### config.mk
export PLATFORM = sky130hd
export DESIGN_NAME = bus_arbiter_rp
export DESIGN_NICKNAME = d
export VERILOG_FILES = /design/src/rtl/bus_arbiter_rp_pkg.sv /design/src/rtl/arb_prio_pick.sv /design/src/rtl/arb_release_gate.sv /design/src/rtl/arb_grant_reg.sv /design/src/rtl/bus_arbiter_rp.sv
export SDC_FILE = /design/constraint.sdc
export NUM_CORES = 1
export LEC_CHECK = 0
export BUFFER_PORTS_ARGS = -buffer_cell sky130_fd_sc_hd__buf_2
export CAP_MARGIN = 10
export CORE_AREA = 5 5 42 44
export DETAILED_ROUTE_END_ITERATION = 8
export DIE_AREA = 0 0 47 49
export PLACE_DENSITY_LB_ADDON = 0.1
export SLEW_MARGIN = 20
export SYNTH_ARGS = -nofsm -noshare
export SYNTH_HDL_FRONTEND = slang
export SYNTH_SLANG_ARGS = --single-unit
### constraint.sdc
create_clock -name clk -period 3.1 [get_ports clk]
set_clock_uncertainty 0.1 [all_clocks]
set_input_delay 0.155 -clock clk [delete_from_list [all_inputs] [get_ports clk]]
set_output_delay 0.155 -clock clk [all_outputs]
set_load 0.02 [all_outputs]
### src/rtl/bus_arbiter_rp_pkg.sv
package bus_arbiter_rp_pkg;
  localparam int CPU_IDX = 0;

  typedef struct packed {
    logic cyc_end;
    logic pair_lock;
    logic internal;
    logic sleep;
  } cpu_stat_t;

  function automatic logic cpu_may_release(input cpu_stat_t s, input logic cpu_req);
    return (s.cyc_end & ~s.pair_lock) | s.internal | s.sleep | ~cpu_req;
  endfunction
endpackage

### src/rtl/arb_prio_pick.sv
module arb_prio_pick #(
  parameter int N = 4
) (
  input  logic [N-1:0] req_eff,
  output logic [N-1:0] win,
  output logic [N-1:0] above
);
  // above[i]: some index higher than i requests
  assign above[N-1] = 1'b0;
  genvar i;
  generate
    for (i = N - 2; i >= 0; i--) begin : g_above
      assign above[i] = above[i+1] | req_eff[i+1];
    end
    for (i = 0; i < N; i++) begin : g_win
      assign win[i] = req_eff[i] & ~above[i];
    end
  endgenerate
endmodule

### src/rtl/arb_release_gate.sv
module arb_release_gate
  import bus_arbiter_rp_pkg::*;
#(
  parameter int N = 4
) (
  input  logic [N-1:0] owner,
  input  logic [N-1:0] req,
  input  logic [N-1:0] above,
  input  logic [N-2:0] rel_pt,
  input  cpu_stat_t    cpu_st,
  output logic         release_ok
);
  logic [N-1:0] may_go;

  assign may_go[CPU_IDX] = cpu_may_release(cpu_st, req[CPU_IDX]);

  genvar k;
  generate
    for (k = 1; k < N; k++) begin : g_master
      // at its own boundary: either finished or outranked
      assign may_go[k] = rel_pt[k-1] & (~req[k] | above[k]);
    end
  endgenerate

  assign release_ok = |(owner & may_go);
endmodule

### src/rtl/arb_grant_reg.sv
module arb_grant_reg #(
  parameter int N = 4
) (
  input  logic         clk,
  input  logic         rst,
  input  logic         load,
  input  logic [N-1:0] next_owner,
  output logic [N-1:0] owner
);
  localparam logic [N-1:0] DEFAULT_OWNER = {{(N-1){1'b0}}, 1'b1};

  always_ff @(posedge clk) begin
    if (rst)
      owner <= DEFAULT_OWNER;
    else if (load)
      owner <= next_owner;
  end
endmodule

### src/rtl/bus_arbiter_rp.sv
module bus_arbiter_rp
  import bus_arbiter_rp_pkg::*;
#(
  parameter int NUM_MASTERS = 4
) (
  input  logic                   clk,
  input  logic                   rst,
  input  logic [NUM_MASTERS-1:0] req,
  input  logic [NUM_MASTERS-2:0] rel_pt,
  input  logic                   cpu_cycle_end,
  input  logic                   cpu_pair_lock,
  input  logic                   cpu_internal,
  input  logic                   cpu_sleep,
  output logic [NUM_MASTERS-1:0] ack
);
  localparam int N = NUM_MASTERS;

  logic [N-1:0] req_eff, win, above;
  logic         release_ok;
  cpu_stat_t    cpu_st;

  // CPU counts as a requester always: it is the default owner
  assign req_eff = req | {{(N-1){1'b0}}, 1'b1};
  assign cpu_st  = '{cyc_end: cpu_cycle_end, pair_lock: cpu_pair_lock,
                     internal: cpu_internal, sleep: cpu_sleep};

  arb_prio_pick #(.N(N)) u_pick (
    .req_eff (req_eff),
    .win     (win),
    .above   (above)
  );

  arb_release_gate #(.N(N)) u_gate (
    .owner      (ack),
    .req        (req),
    .above      (above),
    .rel_pt     (rel_pt),
    .cpu_st     (cpu_st),
    .release_ok (release_ok)
  );

  arb_grant_reg #(.N(N)) u_grant (
    .clk        (clk),
    .rst        (rst),
    .load       (release_ok),
    .next_owner (win),
    .owner      (ack)
  );
endmodule

==> summary by stage, run 1 <==
Min path
The min-delay analysis places its worst path in the category in2reg. The launch point of the worst hold path is rst. The endpoint of the worst hold path is u_grant.owner[1]. Counting instances, the worst hold path has a depth of 2.

Floorplanning
The horizontal extent of the die is roughly 47 um. The initial utilization of the core area, before any placement, comes to 0.179. The vertical extent of the die is 49 um. The area enclosed by the die boundary is approximately 2300 sq um. In this run the core area contains 14 standard-cell rows.

The area inside the core boundary is between 1000 and 1500 sq um. The top-level I/O count is 17.

Synth
The post-synthesis instance area is roughly 250 sq um. The mean post-synth cell area is between 9 and 10 sq um. The register area share after synthesis is 0.318.

After synthesis the netlist holds a flip-flop and latch count of 4. The synthesized instance count is 26. In this run, distinct cell masters in the synthesized netlist total 19. Sorting the synthesized cells by area gives the leading types as sky130_fd_sc_hd__dfxtp_1, sky130_fd_sc_hd__nor3_4, sky130_fd_sc_hd__nor3_1. The post-synthesis net count is 39.

The count of yosys warnings during synthesis is 0. Summed over all instances, the cell type with the most area after synthesis is sky130_fd_sc_hd__dfxtp_1. The share of synthesized area in the top cell type comes to 0.318.

Final layout
Ranked by flip-flop count, first place goes to u_grant.owner. The layout has roughly 160 filler cells. The fraction of layout instances using a drive strength above 1 is 0.556. After the last flow step, the layout net total stands at 60.

The library cells used most frequently in the layout, excluding fill and tap cells, are sky130_fd_sc_hd__buf_2, sky130_fd_sc_hd__dfxtp_1, sky130_fd_sc_hd__nor3_1, sky130_fd_sc_hd__clkbuf_4. In the final layout, the registers with the most flip-flops are u_grant.owner x4. Leaving out fill and tap cells, the most frequent cell in the layout is sky130_fd_sc_hd__buf_2. The flip-flop count of the largest register after layout is 4.

0 antenna diodes ended up in the layout. Compared with the post-synthesis result, the final layout area differs by 48.8%.

Critical path
STA classifies the critical path endpoint as a register. The signal on the critical path passes through buf_2 > or3b_1 > and3_4 > nor3_4 > mux2_1. For the worst setup path, the data required time is 3110 ps. Setup slack on the worst reg-to-reg path comes out at 1690 ps. The arrival time at the worst endpoint is 1450 ps. For this run, the slowest stage of the critical path takes slightly below 400 ps.

Counting both buffers and inverters, the worst setup path holds a total of 1. In this run the worst path has a maximum fanout of 5. The reg-to-reg critical path endpoint is u_grant.owner[2]. The slowest stage cell on the critical path is sky130_fd_sc_hd__or3b_1. The class of the most critical setup path is in2reg.

The worst register-to-register path has a depth of 3. In this run the critical register-to-register path is launched from u_grant.owner[3]. The worst setup path is launched from a primary input.

The gate family responsible for the most delay along the worst path is simple AND/OR/NAND/NOR gates.

Global route
The number of global-route vias before repair came to 265. The global-route wire length before repair is 1060 um. Global routing finished with a remaining overflow of 0. The overall fraction of global-route tracks in use is 0.0670.

The maximum number of pins on one net before global-route repair is 8. The initial antenna violation count was 0.

Place
The number of buffers added on ports is 16. The routability congestion estimate is roughly 0.69. The setup slack at placement is 1410 ps.

Routing
After detailed routing, the total wire length is roughly 660 um. For this run, the detailed router's first-pass iteration total came to 1. The detail route stage leaves a number of antenna-violating nets equal to 0. In the routed layout, each cell is associated on average with a via count of 4.28.

The total via count in the routed design is about 260. Dividing the detail-routed wire length by the instance count gives ~11 um. For this block, the initial DRC count from the detailed router was 0. The final routed DRC violation total is 0.

Clock network
The number of buffers on the longest clock path is 2. The clock root buffer master is sky130_fd_sc_hd__clkbuf_4. Clock-pin slew was measured on the worst setup and hold paths at 40 ps. TritonCTS built the clock tree. The number of buffers inserted for hold repair after clock tree synthesis is 0. The total setup buffers inserted after CTS is 0. The number of H-tree branching levels is 1. The number of gates resized after cts is 0. The clock sink count is 4. The insertion delay of the later-clocked pin in the worst-skew pair is about 230 ps.

The TritonCTS buffer count is 3.

Run status
The flow ran to the end, and the final reports show no timing, DRC or antenna violations.

STA
The slew at the pin closest to its max-slew limit is around 440 ps. The hold violation total from the final report is 0. Setup violations remaining at the end of the flow were counted as 0. Of the available clock period, the critical path in the final layout requires 0.465. Subtracting the final worst setup slack from the clock period gives around 1400 ps. The upper clock frequency limit is 694 MHz. The post-route setup TNS is 0 ps.

The post-layout worst setup margin is approximately 1700 ps. The max-slew headroom at the worst pin is 0.708. The count of final max-slew check failures is 0. Hold timing on the final database bottoms out at a slack of ~67 ps. Setup repair after global routing left no endpoint under its margin.

Pwr
The power per unit of standard cell area is around 500 nW/um^2. Summed over all cells, the static leakage comes to about 0.18 nW. Across the VDD grid, the largest voltage drop is between 0.3 and 0.4 mV.

The total power is approximately 190 uW.

Job
Across the run, the number of max-cap violations was 0.
## Yosys cell counts
library cell,instances
sky130_fd_sc_hd__and2b_2,1
sky130_fd_sc_hd__nor2_1,2
sky130_fd_sc_hd__nor3_4,1
sky130_fd_sc_hd__nand2b_2,1
sky130_fd_sc_hd__nor2b_1,1
sky130_fd_sc_hd__nand2b_1,2
sky130_fd_sc_hd__or3b_1,1
sky130_fd_sc_hd__o31a_1,1
sky130_fd_sc_hd__or2b_1,1
sky130_fd_sc_hd__a32o_2,1
sky130_fd_sc_hd__mux2i_1,1
sky130_fd_sc_hd__o31a_2,1
sky130_fd_sc_hd__mux2_1,1
sky130_fd_sc_hd__and3_4,1
sky130_fd_sc_hd__inv_1,1
sky130_fd_sc_hd__nor3_1,3
sky130_fd_sc_hd__dfxtp_1,4
sky130_fd_sc_hd__or4_1,1
sky130_fd_sc_hd__a31oi_1,1
## kinds of logic (layout without fill, tap and decap cells)
logic type             after synthesis  in the layout  synth area share
buffers and inverters                1             20            0.0149
AOI/OAI and AO/OA                    4              4             0.144
and+or+nand+nor                     15             15             0.438
muxes                                2              2            0.0846
DFF                                  4              4             0.318
## per-stage QoR
step | std cells | util | area, sq um
finish | 61 | 0.267 | 374
detailed placement | 58 | 0.251 | 352
global route | 61 | 0.267 | 374
global placement | 58 | 0.251 | 352
CTS | 61 | 0.267 | 374
floorplan | 26 | - | 251
## worst register-to-register path, cell delays in order (launching register included)
cell and delay, ps:
sky130_fd_sc_hd__dfxtp_1 310, sky130_fd_sc_hd__a32o_2 280, sky130_fd_sc_hd__nor3_4 250, sky130_fd_sc_hd__mux2_1 350
## power breakdown
group / internal, mW / switching (mW) / leakage (nW) / total [mW]
clock: 0.0431 / 0.0192 / 0.0138 / 0.0624
sequential: 0.0592 / 0.00532 / 0.0331 / 0.0645
combinational: 0.0281 / 0.0313 / 0.135 / 0.0594
## routing by layer
metal	up-vias	track usage	routed length [um]	share of wire
met5	-	0	0	0
met4	0	0.0276	16	0.024
met3	2	0.0627	73	0.11
met2	13	0.0882	309	0.47
met1	111	0.0728	257	0.39
li1	135	-	-	-
## area by class of cell
class | count | area [sq um] | area share
Multi-Input combinational cell | 21 | 168 | 0.448
Sequential cell | 4 | 80.1 | 0.214
Timing Repair Buffer | 16 | 80.1 | 0.214
Clock buffer | 3 | 22.5 | 0.0602
Tap cell | 16 | 20.0 | 0.0535
Inverter | 1 | 3.75 | 0.0100
## worst max-delay path by stage
stage / startpoint / to / slack [ps] / cells after the start
2_1_floorplan: req[3] / u_grant.owner[2] / 1630 / 4
3_3_place_gp: req[3] / u_grant.owner[2] / 1440 / 5
3_5_place_dp: req[3] / u_grant.owner[2] / 1410 / 5
4_1_cts: req[3] / u_grant.owner[2] / 1650 / 5
5_1_grt: req[3] / u_grant.owner[2] / 1630 / 5
6_report: req[3] / u_grant.owner[2] / 1660 / 5
(Power assumes the default switching activity.)
==> run 2: changes to the inputs <==
Clock period 3.1 ns to 1.5 ns, I/O delays scaled along.
==> summary by stage, run 2 (synthesis results as in run 1) <==
Final layout
The count of filler cells inserted in the layout is between 150 and 200. The signed area change from the synthesized netlist to the final layout is 61.7%. The post-layout net count is 64.

Across the whole layout, storage elements account for between 80 and 90 sq um. The library cell used most frequently in the layout, excluding fill and tap cells, is sky130_fd_sc_hd__buf_2. In the layout the commonest cells are sky130_fd_sc_hd__buf_2, sky130_fd_sc_hd__dfxtp_1, sky130_fd_sc_hd__nor3_1, sky130_fd_sc_hd__clkbuf_4, sky130_fd_sc_hd__buf_4. Of the cells placed in the final design, the portion with a size suffix greater than 1 is 0.571. The repair_antennas step left the layout with diodes totalling 0. The register with the most flip-flops in the layout has 4 of them. Counting flops per register, the top entry is u_grant.owner.

Summing all non-filler instances in the final layout gives an area of roughly 410 sq um. The final core utilization is 0.290. In the final layout, the registers with the most flip-flops are u_grant.owner x4. The area of the multi-input gates is around 170 sq um.

Critical path
The slowest stage of the critical path is the sky130_fd_sc_hd__or4_1 cell. The end of the critical path is u_grant.owner[0]. The endpoint identified for the worst register-to-register timing path is u_grant.owner[0].

The worst register-to-register path begins at u_grant.owner[2]. Data arrives at the worst endpoint at 1430 ps. On the critical path the largest part of the delay comes from simple AND/OR/NAND/NOR gates.

The critical path is of the reg2reg type. The signal on the critical path passes through a32o_2 > or4_1 > o31a_1. The required time reported for the critical path endpoint is roughly 1500 ps.

In this run the worst path has a maximum fanout of 4. In this design, the stage delay of the slowest critical-path cell is about 480 ps. The number of gates on the worst path with buffers counted is 3. Tracing the worst setup path back leads to its startpoint at u_grant.owner[2].

Across all register-to-register paths, the minimum setup slack is 90 ps. Together, buffers and inverters on the worst path number 0. The worst setup path is captured at a register.

The kind of launch point of the worst setup path is a register. For the worst flop-to-flop path, the logic depth is 3.

Floorplanning
The core region is 1400 sq um. The floorplan has 14 rows. The floorplan step defined a die boundary enclosing approximately 2300 sq um. From left edge to right edge, the die measures between 40 and 50 um. The initial utilization of the core area, before any placement, comes to 0.179. The top-level I/O count is 17. The floorplan step set the die height to 49 um.

Clock network
The clock net in this run drives a total of 4 sinks. The TritonCTS buffer count is 3. Clock-pin slew was measured on the worst setup and hold paths at approximately 40 ps. The clock tree from TritonCTS is done. The clock reaches the later pin of the worst-skew pair after ~230 ps. The total setup buffers inserted after CTS is 0.

Counting along the longest clock path gives a buffer depth of 2. In this run the number of H-tree levels came out at 1. The number of gates resized after CTS was 0. The clock root buffer master is sky130_fd_sc_hd__clkbuf_4.

STA
The count of final max-slew check failures is 0. The post-route setup TNS is 0 ps. The count of final setup violators is 0. The slew at the pin closest to its max-slew limit is 171 ps. The part of the cycle the worst path needs is 0.939. Setup repair after global routing left no endpoint under its margin. The worst hold slack across all endpoints is 46.8 ps. The worst pin sits at a relative slew slack of 0.885. The post-layout worst setup margin is roughly 92 ps. The shortest period the worst path allows is 1410 ps. The hold violation total from the final report is 0. Timing would allow up to 710 MHz.

Place
The setup slack at placement is -50.4 ps. The number of buffers added on ports is 16. The routability congestion estimate is slightly below 0.7. Summing all placed instances gives a cell area of 374 sq um.

The half-perimeter wire length after placement is approximately 620 um.

Global route
The met2 capacity usage during global routing is 0.106. In this run the most used layer during global routing was met2. The initial antenna violation count is 0. The global-route wire length before repair is between 1000 and 1500 um. Across every metal layer, demand over resource in global routing totals 0.0797. The total global routing overflow is 0. For met3 alone, demand over resource in global routing was 0.0332. Entering global routing, the biggest net connects 8 pins.

The number of global-route vias before repair is roughly 320. The global-route met1 utilization is 0.0929.

Pwr
Across the VDD grid, the largest voltage drop is ~0.28 mV. Power spread over the standard cell area amounts to just over 1000 nW/um^2. The static leakage is approximately 0.2 nW.

Min path
In this run the worst hold path is classified as in2reg. In this run the most critical hold path is launched from rel_pt[0]. The number of cells traversed by the worst hold path is 3.

Routing
The total via count in the routed design is approximately 280. The overall routed net length is 698 um. The detail-routed via count per cell is ~4.3.

The first TritonRoute pass finished after 2 iterations. The per-cell routed wire length is 10.7 um. After the first detailed-routing iteration, the DRC count stood at 1. The count of antenna-violating nets left after detailed routing is 0. The final routed DRC violation total is 0.

Run status
The run finished with clean final reports.

Job
The number of max-capacitance violations reported is 0.
==> run 2: where the power goes <==
group          switching (mW)  internal [mW]
combinational          0.0670         0.0765
sequential             0.0110          0.122
clock                  0.0439         0.0895
==> run 2: cell type report <==
class	count	share of cell area
clock buffers	3	0.0554
well taps	16	0.0492
repair buffers	20	0.277
flip-flops and latches	4	0.197
multi-input cells	21	0.412
inverters	1	0.00923
==> run 2: worst min path at each step <==
stage,end,slack [ps]
5_1_grt,u_grant.owner[1],60
6_report,u_grant.owner[1],50
4_1_cts,u_grant.owner[1],40
3_3_place_gp,u_grant.owner[1],240
3_5_place_dp,u_grant.owner[1],240
2_1_floorplan,u_grant.owner[1],50
==> run 2: per-stage QoR <==
step | power, mW | instances
final | 0.410 | 65
after detailed placement | 0.278 | 61
after global placement | 0.278 | 61
after floorplan | 0.214 | 26
after CTS | 0.419 | 65
after global routing | 0.442 | 65
==> run 2: layer usage <==
layer	vias up	part of all wire
met5	-	0
met4	0	0.033
met3	4	0.096
met2	12	0.49
met1	120	0.38
li1	146	-
==> run 2: repair_timing <==
action,4_1_cts,5_1_grt
endpoints found under the hold margin,1,0
endpoints found under the setup margin,0,0
hold buffers,1,0
==> run 2: worst reg2reg max path, cell delays in order (launching register included) <==
cell                      delay, ps
sky130_fd_sc_hd__dfxtp_1        320
sky130_fd_sc_hd__a32o_2         290
sky130_fd_sc_hd__or4_1          480
sky130_fd_sc_hd__o31a_1         120
==> run 3: changes to the inputs <==
Settings changed: SYNTH_HIERARCHICAL from default to 1.
==> summary by stage, run 3 <==
Clock network
Buffers inserted during clock tree synthesis total 3. The number of gates resized after cts is 0. The number of buffers on the longest clock path is 2. The clock tree from TritonCTS is done.

The total setup buffers inserted after CTS is 0. The number of buffers inserted for hold repair after clock tree synthesis is 1. The clock transition at the registers of the reported paths is approximately 30 ps. The number of H-tree branching levels is 1. The insertion delay of the later-clocked pin in the worst-skew pair is about 230 ps. The tree is rooted in a sky130_fd_sc_hd__clkbuf_4. Clock tree synthesis found a total of 4 sinks.

STA
Counting I/O delays and the setup requirement, the final critical path takes between 1000 and 1500 ps. On the final layout, the worst hold slack is ~130 ps. Of the available clock period, the critical path in the final layout requires 0.807. The hold violation total from the final report was 0. The post-route setup TNS is 0 ps. Setup violations remaining at the end of the flow were counted as 0. The upper clock frequency limit is slightly above 800 MHz.

The count of final max-slew check failures is 0. Setup repair after global routing left no endpoint under its margin.

Floorplanning
The die covers roughly 2300 sq um. The total area inside the core boundary comes to around 1400 sq um. The initial utilization of the core area, before any placement, comes to 0.192. 17 I/O pins were placed.

The horizontal extent of the die is ~47 um. The floorplan has 14 rows. From bottom edge to top edge, the die measures 49 um.

Global route
The most congested layer reported by global routing is met2. The number of global-route vias before repair was approximately 270. The initial antenna violation count is 0. The first global-routing pass estimated approximately 1100 um of wire. Entering global routing, the biggest net connects 7 pins. The met2 capacity usage during global routing is 0.0973. The global-route met1 utilization is 0.0725. For this run, the total global-route usage over all layers was measured as 0.0669.

The total global routing overflow is 0. The met3 demand-to-capacity share in global routing is 0.0148.

Synth
The cell count after synthesis came out at 32. The Yosys step of the flow raised 6 warnings. The post-synthesis net count is 45. The mean post-synth cell area is about 8.4 sq um.

The post-synthesis instance area is about 270 sq um.

Routing
The per-cell routed wire length is a little under 10 um. The total via count in the routed design is ~260. Once detail routing completed, the nets flagged for antenna violations numbered 0. The first detailed-routing pass ran for 2 iterations. In the routed design, unresolved DRC markers number 0. Wires add up to approximately 650 um. For this block, the initial DRC count from the detailed router was 1. The detail-routed via count per cell is 3.95.

Final layout
The post-layout net count is 65. The flip-flop count of the largest register after layout is 4. The number of diodes added for antenna fixing is 0. Fill cells in the final layout number 169.

Of the cells placed in the final design, the portion with a size suffix greater than 1 is 0.460. In the layout the commonest cells are sky130_fd_sc_hd__buf_2, sky130_fd_sc_hd__inv_1, sky130_fd_sc_hd__dfxtp_1. The register with the most flip-flops in the final layout is u_grant/owner. The library cell used most frequently in the layout, excluding fill and tap cells, is sky130_fd_sc_hd__buf_2. The largest registers in the layout are u_grant/owner x4. Relative to the synthesized area, the layout overhead comes to 44.7%.

Critical path
The required time reported for the critical path endpoint is ~1500 ps. The startpoint identified for the worst register-to-register timing path is u_grant/owner[1]. The worst-path maximum fanout is 4. The gate family responsible for the most delay along the worst path is flip-flops. The worst setup path is captured at a register.

The number of buffer and inverter instances along the worst setup path is 1. The number of cells on the worst reg-to-reg path is 5. The critical path goes through o211ai_1 > nand4_1 > buf_4 > nor2b_2 > a211o_1.

The largest stage delay on the critical path is around 350 ps. The worst setup slack for register-to-register paths is about 290 ps. STA classifies the critical path startpoint as a register. STA puts the critical path data arrival time at about 1200 ps. The class of the most critical setup path is reg2reg. Among all stages on the critical path, the largest delay is contributed by sky130_fd_sc_hd__dfxtp_1.

The reg-to-reg critical path endpoint is u_grant/owner[0].

Pwr
The part of the total power dissipated in combinational logic is 0.259. In this run the power density over the cells is 858 nW/um^2. Summed over all nets, the switching power comes to between 80 and 90 uW.

The analysis attributes to cell leakage a power of around 0.21 nW. Internal power comes to 250 uW. The clock network fraction of total power is 0.376.

The share of total power dissipated in sequential elements is 0.365. The highest ir drop seen on vdd is between 0.2 and 0.3 mV. The share of total power consumed by net switching is 0.252.

Place
The routability congestion estimate is ~0.65. The number of buffers added on ports is 16. The half-perimeter wire length after placement is 592 um.

Min path
The worst hold path passes through 4 cells. The launch point of the worst hold path is cpu_internal. The endpoint of the worst hold path is u_grant/owner[0]. The path class of the tightest hold or removal check is in2reg.

Run status
The flow ran to the end, and the final reports show no timing, DRC or antenna violations.

Job
The number of max-capacitance violations reported is 0.
## run 3: worst max path at each step
stage	cells past startpoint	to	from	slack, ps
after floorplan	5	u_grant/owner[0]	u_grant/owner[1]	210
after global placement	7	u_grant/owner[2]	req[2]	130
after detailed placement	7	u_grant/owner[1]	req[2]	130
after CTS	5	u_grant/owner[0]	u_grant/owner[1]	270
after global routing	5	u_grant/owner[1]	u_grant/owner[1]	190
final	5	u_grant/owner[0]	u_grant/owner[1]	290
## run 3: routing by layer
metal	part of all wire	wire length [um]	vias up
li1	-	-	140
met2	0.54	351	8
met4	0	0	0
met5	0	0	-
met1	0.37	241	113
met3	0.092	60	0
## run 3: layout make-up
cell class,count,area [sq um],share of cell area
inverter,4,15.0,0.0386
tap,16,20.0,0.0514
sequential,4,80.1,0.206
clock buffer,3,22.5,0.0579
multi-input combinational,20,146,0.376
timing repair buffer,19,105,0.270
## run 3: tightest hold or removal path, stage by stage
cell,delay [ps]
sky130_fd_sc_hd__buf_2,80
sky130_fd_sc_hd__o41ai_2,60
sky130_fd_sc_hd__nand4_1,90
sky130_fd_sc_hd__a211o_1,120
## run 3: metrics by stage
stage | cell area (sq um) | instances | util | setup WS (ps) | total power [mW]
after floorplan | 269 | 32 | - | 209 | 0.176
after global placement | 357 | 62 | 0.254 | 134 | 0.209
after detailed placement | 357 | 62 | 0.254 | 130 | 0.209
after CTS | 389 | 66 | 0.278 | 272 | 0.344
after global routing | 389 | 66 | 0.278 | 190 | 0.356
final | 389 | 66 | 0.278 | 290 | 0.334
## run 3: power groups by stage
stage | registers (mW) | clock network [mW] | logic (mW)
5_1_grt | 0.123 | 0.137 | 0.0961
3_3_place_gp | 0.124 | 0 | 0.0851
4_1_cts | 0.122 | 0.134 | 0.0876
2_1_floorplan | 0.132 | 0 | 0.0441
3_5_place_dp | 0.124 | 0 | 0.0854
6_report | 0.122 | 0.126 | 0.0863
